File: src/rtl/lph_pkg.sv
package lph_pkg;

    typedef enum logic [1:0] {
        ST_RUN  = 2'd0,
        ST_PREP = 2'd1,
        ST_HOLD = 2'd2,
        ST_LOW  = 2'd3
    } lph_state_e;

    typedef struct packed {
        logic decided;
        logic refuse;
    } lph_verdict_t;

    // The idle condition wins a tie with the timeout.
    function automatic lph_verdict_t lph_judge(input logic idle_met, input logic tmo_hit);
        lph_verdict_t v;
        v.decided = idle_met | tmo_hit;
        v.refuse  = tmo_hit & ~idle_met;
        return v;
    endfunction

endpackage

File: src/rtl/lph_idle_qual.sv
module lph_idle_qual #(
    parameter int IDLE_CYCLES = 4
) (
    input  logic clk,
    input  logic rst,
    input  logic run_i,
    input  logic busy_i,
    output logic met_o
);
    localparam int CW = $clog2(IDLE_CYCLES + 1);
    localparam logic [CW-1:0] LAST = CW'(IDLE_CYCLES - 1);

    logic [CW-1:0] quiet_q;

    assign met_o = run_i & ~busy_i & (quiet_q == LAST);

    always_ff @(posedge clk) begin
        if (rst || !run_i || busy_i) begin
            quiet_q <= '0;
        end else if (quiet_q != LAST) begin
            quiet_q <= quiet_q + 1'b1;
        end
    end


    quiet_bound_chk: assert property (@(posedge clk) disable iff (rst)
        quiet_q <= LAST);

endmodule

File: src/rtl/lph_timer.sv
module lph_timer #(
    parameter int TIMEOUT_CYCLES = 10
) (
    input  logic clk,
    input  logic rst,
    input  logic run_i,
    output logic hit_o
);
    localparam int TW = $clog2(TIMEOUT_CYCLES + 1);
    localparam logic [TW-1:0] LAST = TW'(TIMEOUT_CYCLES - 1);

    logic [TW-1:0] elapsed_q;

    assign hit_o = run_i & (elapsed_q == LAST);

    always_ff @(posedge clk) begin
        if (rst || !run_i) begin
            elapsed_q <= '0;
        end else if (elapsed_q != LAST) begin
            elapsed_q <= elapsed_q + 1'b1;
        end
    end


    timer_bound_chk: assert property (@(posedge clk) disable iff (rst)
        elapsed_q <= LAST);

endmodule

File: src/rtl/lph_fsm.sv
module lph_fsm
    import lph_pkg::*;
(
    input  logic clk,
    input  logic rst,
    input  logic req_n_i,
    input  logic busy_i,
    input  logic idle_met_i,
    input  logic tmo_hit_i,
    output logic prep_o,
    output logic ack_n_o,
    output logic active_o
);
    lph_state_e   state_q;
    logic         ack_n_q;
    logic         active_q;
    lph_verdict_t verdict;

    assign verdict  = lph_judge(idle_met_i, tmo_hit_i);
    assign prep_o   = (state_q == ST_PREP);
    assign ack_n_o  = ack_n_q;
    assign active_o = active_q;

    always_ff @(posedge clk) begin
        if (rst) begin
            state_q  <= ST_RUN;
            ack_n_q  <= 1'b1;
            active_q <= 1'b1;
        end else begin
            case (state_q)
                ST_RUN: begin
                    ack_n_q <= 1'b1;
                    if (!req_n_i) begin
                        state_q  <= ST_PREP;
                        active_q <= 1'b1;
                    end else begin
                        active_q <= busy_i;
                    end
                end
                ST_PREP: begin
                    if (req_n_i) begin
                        state_q  <= ST_RUN;
                        active_q <= busy_i;
                    end else if (verdict.decided) begin
                        state_q  <= ST_HOLD;
                        active_q <= verdict.refuse;
                    end
                end
                ST_HOLD: begin
                    if (req_n_i) begin
                        state_q  <= ST_RUN;
                        active_q <= busy_i;
                    end else begin
                        state_q <= ST_LOW;
                        ack_n_q <= 1'b0;
                    end
                end
                ST_LOW: begin
                    if (req_n_i) begin
                        state_q  <= ST_RUN;
                        ack_n_q  <= 1'b1;
                        active_q <= busy_i;
                    end
                end
                default: state_q <= ST_RUN;
            endcase
        end
    end


    cancel_prep_chk: assert property (@(posedge clk) disable iff (rst)
        (state_q == ST_PREP && req_n_i) |=> (state_q == ST_RUN && ack_n_q));

endmodule

File: src/rtl/lph_responder.sv
module lph_responder #(
    parameter int IDLE_CYCLES    = 4,
    parameter int TIMEOUT_CYCLES = 10
) (
    input  logic clk,
    input  logic rst,
    input  logic lp_req_n_i,
    input  logic busy_i,
    output logic lp_ack_n_o,
    output logic lp_active_o
);
    logic prep;
    logic idle_met;
    logic tmo_hit;

    lph_idle_qual #(.IDLE_CYCLES(IDLE_CYCLES)) u_idle (
        .clk    (clk),
        .rst    (rst),
        .run_i  (prep),
        .busy_i (busy_i),
        .met_o  (idle_met)
    );

    lph_timer #(.TIMEOUT_CYCLES(TIMEOUT_CYCLES)) u_timer (
        .clk   (clk),
        .rst   (rst),
        .run_i (prep),
        .hit_o (tmo_hit)
    );

    lph_fsm u_fsm (
        .clk        (clk),
        .rst        (rst),
        .req_n_i    (lp_req_n_i),
        .busy_i     (busy_i),
        .idle_met_i (idle_met),
        .tmo_hit_i  (tmo_hit),
        .prep_o     (prep),
        .ack_n_o    (lp_ack_n_o),
        .active_o   (lp_active_o)
    );


    verdict_lead_chk: assert property (@(posedge clk) disable iff (rst)
        $fell(lp_ack_n_o) |-> $stable(lp_active_o));


    verdict_hold_chk: assert property (@(posedge clk) disable iff (rst)
        (!lp_ack_n_o && $past(!lp_ack_n_o)) |-> $stable(lp_active_o));


    wake_ack_chk: assert property (@(posedge clk) disable iff (rst)
        (!lp_ack_n_o && lp_req_n_i) |=> lp_ack_n_o);


    ack_fall_chk: assert property (@(posedge clk) disable iff (rst)
        $fell(lp_ack_n_o) |-> $past(!lp_req_n_i));

endmodule

File: config.mk
export PLATFORM = sky130hd
export DESIGN_NAME = lph_responder
export DESIGN_NICKNAME = d
export VERILOG_FILES = /design/src/rtl/lph_pkg.sv /design/src/rtl/lph_idle_qual.sv /design/src/rtl/lph_timer.sv /design/src/rtl/lph_fsm.sv /design/src/rtl/lph_responder.sv
export SDC_FILE = /design/constraint.sdc
export NUM_CORES = 1
export LEC_CHECK = 0
export ABC_AREA = 1
export BUFFER_PORTS_ARGS = -buffer_cell sky130_fd_sc_hd__buf_2
export CAP_MARGIN = 20
export CORE_ASPECT_RATIO = 1.1
export CORE_UTILIZATION = 30
export CTS_CLUSTER_SIZE = 20
export DETAILED_ROUTE_END_ITERATION = 8
export SKIP_CTS_REPAIR_TIMING = 1
export SLEW_MARGIN = 20
export SYNTH_ARGS = -nofsm -noshare
export SYNTH_HDL_FRONTEND = slang
export SYNTH_SLANG_ARGS = --single-unit
export TNS_END_PERCENT = 20
File: constraint.sdc
create_clock -name clk -period 1.3 [get_ports clk]
set_input_delay 0.065 -clock clk [delete_from_list [all_inputs] [get_ports clk]]
set_output_delay 0.065 -clock clk [all_outputs]
set_load 0.05 [all_outputs]
Word level (Yosys, flattened, before mapping). Index checks and enable logic that the tools add are counted.

Add/sub/neg operators: 2. Eq/ne operators: 12. Mux-type cells: 14. Bitwise operators: 7. Reduce and logical (&&, ||, !) cells: 9.

Operators by type and width (count): 2-to-1 mux 2 bit (5); one-hot mux 2 bit (4 select lines) (1); 2-to-1 mux 1 bit (6); != test 2 bit (second input constant) (3); != test 3 x 2 -> 1 bit (second input constant) (2); one-hot mux 1 bit (3 select lines) (2); AND reduction 3 bit (2); adder 4 x 1 -> 4 bit (second input constant) (1); bitwise AND 1 bit (4); equality test 2 bit (second input constant) (2); equality test 4 bit (second input constant) (1); != test 4 bit (second input constant) (1); adder 3 x 1 -> 3 bit (second input constant) (1); equality test 3 x 2 -> 1 bit (second input constant) (1); nonzero test 3 bit (1); equality test 2 x 1 -> 1 bit (second input constant) (1); logical NOT 2 bit (1); logical OR 1 bit (2); != test 2 x 1 -> 1 bit (second input constant) (1); inverter 1 bit (2); AND reduction 2 bit (1); OR reduction 2 bit (1); logical NOT 1 bit (1); OR 1 bit (1).

Register bits: 11. Input bits: 4. Output and inout bits: 2. Word-level logic and storage cells: 49.

Longest topological paths before layout.
Word-level depth: 8. Depth in mapped cells: 8. Mapped depth without buffers: 8.

Cells and area by module. From an unflattened synthesis, not the netlist that was laid out.

Cell total of the unflattened synthesis: 89. Area, all modules: 594.3 µm².

Modules (own cells, without submodules): lph_timer (instances 1, cells an instance 30, area an instance 222.7 µm², sequential area each 80.1 µm²); lph_fsm (instances 1, cells an instance 32, area an instance 200.2 µm², sequential area each 80.1 µm²); lph_idle_qual (instances 1, cells an instance 27, area an instance 171.4 µm², sequential area each 60.1 µm²).

Least setup slack after synthesis. OpenSTA, ideal clock, no wires.

Kind: register to register. From: reg u_idle.quiet_q[0]. To: reg u_fsm.active_q, in the netlist u_fsm.active_o. Setup time: 0.117 ns. Arrival: 1.136 ns. Data required time: 1.183 ns. Path slack: 0.047 ns. Stages on the path, launching flop included: 9. Buffers on the path: 0. Clock period less this slack: 1.253 ns. Cell sequence: dfxtp_1 > ha_1 > ha_1 > nand2_4 > nand3_2 > nand2_2 > inv_2 > nand3_2 > nand2_1.

Longest elaborated chain between the ends: 7. Elaborated cells between the ends (all ways): 10. Classes of those cells: eq/ne (2); mux (3); bitwise (4); reduce/logical (1).

Ends and longest elaborated chain: start, declared (RTL line lph_idle_qual.sv:13) `logic [CW-1:0] quiet_q;`; start signal, assigned (RTL line lph_idle_qual.sv:21) `quiet_q <= quiet_q + 1'b1;`; equality test 3 x 2 -> 1 bit * (RTL line lph_idle_qual.sv:15) `assign met_o = run_i & ~busy_i & (quiet_q == LAST);`; bitwise AND 1 bit * (RTL line lph_idle_qual.sv:15); inverter 1 bit (RTL line lph_pkg.sv:19) `v.refuse = tmo_hit & ~idle_met;`; bitwise AND 1 bit (RTL line lph_pkg.sv:19); 2-to-1 mux 1 bit (RTL line lph_fsm.sv:44) `end else if (verdict.decided) begin`; 2-to-1 mux 1 bit (RTL line lph_fsm.sv:41) `if (req_n_i) begin`; one-hot mux 1 bit (3 select lines) (RTL line lph_fsm.sv:30) `case (state_q)`; end signal, assigned (RTL line lph_fsm.sv:37) `active_q <= busy_i;`; end signal, assigned (RTL line lph_fsm.sv:43) `active_q <= busy_i;`; end signal, assigned (RTL line lph_fsm.sv:46) `active_q <= verdict.refuse;`; end, declared (RTL line lph_fsm.sv:16) `logic active_q;`.

Every way passes the cells marked *; elsewhere a longest branch is shown, timed or not. The select of a mux whose other input is x is not followed. A chain may end at the register's enable or synchronous reset.

Worst setup path after layout. Same ends and word-level chain as after synthesis.

==> impl_metrics.csv <==
group,metric,value,unit
global_routing,grt_usage,0.0971,
route,postRouteAntennaNets,0,
synth,synth-seq-cells,11,
route,wl_per_cell,9.05,um
route,wirelength,851,um
synth,synth_area_per_cell,8.67,um^2
critical_path,worstPathRequired,1.47,ns
synth,synthCells,67,
synth,yosysMostFrequentCell,"dfxtp_1",
synth,synth.yosys.seq_area_share,0.379,
global_routing,grt_pass1_wl,1440,um
placement,place_congestion,0.632,
layout,final_area,661,um^2
placement,placed_area,624,um^2
clock_tree,cts_buffers,3,
global_routing,grt_pass1_vias,352,
timing,slew-limit-headroom,0.836,
job,drv_cap,0,
global_routing,grt.overflow.total,0,
synth,synth_cell_type_count,22,
synth,synthesis.nets,75,
critical_path,cp-end-kind,"flip-flop",
critical_path,cp.arrival,1.38,ns
synth,synthTopCellsByCount,"dfxtp_1, nor2_1, a21oi_1, inv_1",
synth,yosys_most_used_dff,"dfxtp_1",
route,drc,0,
synth,synth.area.top_cells,"dfxtp_1, ha_1, a21oi_1",
clock_tree,clock_latency,0.27,ns
route,routed_via_density,4.52,
route,drtIter0Drc,1,
critical_path,critical_path.slowest_cell,"dfxtp_2",
run_status,status,"finished clean",
critical_path,critPathMaxFanout,3,
timing,fmax,0.827,GHz
timing,worstMarginPinSlew,0.247,ns
synth,yosysTopAreaCellShare,0.379,
floorplan,dieWidth,43.9,um
layout,drive_gt1_frac,0.329,
critical_path,path_cells,"ha_1 > ha_2 > nand2_4 > nand3_2 > nand2_2 > inv_2 > nand3_2 > nand2_1",
critical_path,cp_common_cell,"nand3_2",
floorplan,die_h,48.1,um
critical_path,start_kind,"flip-flop",
synth,ys_async_sr_fraction,0,
pwr,leakagePower,0.290,nW
timing,period_minus_slack,1.21,ns
placement,post-dp-hpwl,659,um
layout,diodes,0,
synth,synth_edf_count,0,
route,drt_pass1_iterations,2,
global_routing,antenna_found_initial,0,
timing,finalHoldViolCount,0,
critical_path,crit_family,"adder cells",
critical_path,crit_buf_inv,1,
timing,rsz0062_at_grt,"false",
floorplan,ios,6,
floorplan,row_count,16,
clock_tree,clkTransAtPathRegs,0.07,ns
floorplan,dieArea,2120,um^2
clock_tree,cts.sinks,11,
critical_path,cpPeakStageDelay,0.33,ns
timing,skew,0.000340,ns
global_routing,grt_max_degree,9,
synth,syn-cell-area,581,um^2
pwr,total_power,0.676,mW
clock_tree,cts_max_level,1,
clock_tree,cts_tree,"yes",
placement,port_buffers,5,
synth,yosys.area.top_type,"dfxtp_1",
critical_path,worstSetupPathType,"reg2reg",
timing,finalSetupViolations,0,
clock_tree,cts_root_buf,"clkbuf_4",
critical_path,ff2ff_setup_slack,0.09,ns
floorplan,initial_core_util,0.322,
synth,yosysWarnings,0,
pwr,power_density,1020,nW/um^2
pwr,peakVddDrop,578,uV
worst_hold_path,hp-class,"in2reg",
timing,fin_crit_sh,0.930,
timing,fin_tns_setup,0,ns
layout,nets,85,
timing,drv_slew,0,
clock_tree,cts_max_path_buffers,2,
route,dr_total_vias,425,
floorplan,coreArea,1800,um^2
layout,area_growth,13.8,%
==> logic make-up after synthesis <==
logic type,after synthesis,synth area share
AO/OA/AOI/OAI,12,0.116
XOR/XNOR,3,0.0453
adder cells (fa/ha/maj),4,0.0862
buffers and inverters,12,0.0905
flip-flops,11,0.379
multiplexers,1,0.0172
AND/OR/NAND/NOR,24,0.265
==> power by group <==
group          internal, mW  switching (mW)  total [mW]
registers             0.348          0.0109       0.359
logic                0.0275          0.0542      0.0817
clock network         0.119           0.117       0.235
==> metal layers <==
layer | track usage | share of wire | vias to the layer above
met5 | 0 | 0 | -
met1 | 0.125 | 0.48 | 180
met4 | 0.0364 | 0.0071 | 0
met2 | 0.134 | 0.46 | 7
li1 | - | - | 236
met3 | 0.0556 | 0.059 | 2
==> cell usage in the layout, fill, tap and decap left out, types with 2 or more instances in the layout <==
cell and count:
buf_2 5, nand2_1 4, xor2_1 2, dfxtp_1 8, nand2_4 2, inv_1 7
inv_2 3, o21ai_1 3, clkbuf_4 3, dfxtp_2 3, nor2_4 2, a21oi_1 6
nand3_2 2, nor2_1 8, ha_1 3, nand3_1 3
==> per-stage QoR <==
step,cells,hold slack (ns),worst slack (ns),util
2_1_floorplan,67,0.134,0.0469,-
3_3_place_gp,90,0.338,0.0749,0.347
3_5_place_dp,90,0.329,0.0635,0.347
4_1_cts,94,0.0317,0.0424,0.361
5_1_grt,94,0.0591,0.00398,0.367
6_report,94,0.0522,0.0904,0.367
==> worst reg2reg max path: stages, from the launching register on <==
cell	delay [ns]
dfxtp_2	0.33
ha_1	0.19
ha_2	0.21
nand2_4	0.07
nand3_2	0.10
nand2_2	0.09
inv_2	0.04
nand3_2	0.04
nand2_1	0.05
==> final timing paths <==
kind / from / cells after the start / endpoint
max: u_idle.quiet_q[0] / 8 / u_fsm.active_o
min reg2reg: u_timer.elapsed_q[0] / 1 / u_timer.elapsed_q[0]
min: rst / 2 / u_fsm.state_q[0]
max reg2reg: u_idle.quiet_q[0] / 8 / u_fsm.active_o
==> registers in the layout, indices dropped and copies added (netlist names) <==
signal and count:
u_timer.elapsed_q 4, u_fsm.ack_n_o 1, u_fsm.state_q 2, u_idle.quiet_q 3, u_fsm.active_o 1
==> layout make-up <==
class,instances,area (um^2)
clock buffer,4,26.3
timing repair buffer,6,32.5
multi-input combinational,44,314
inverter,11,41.3
fill,195,1140
tap,18,22.5
sequential,11,224
No activity file was read; power rests on OpenSTA's default activity.
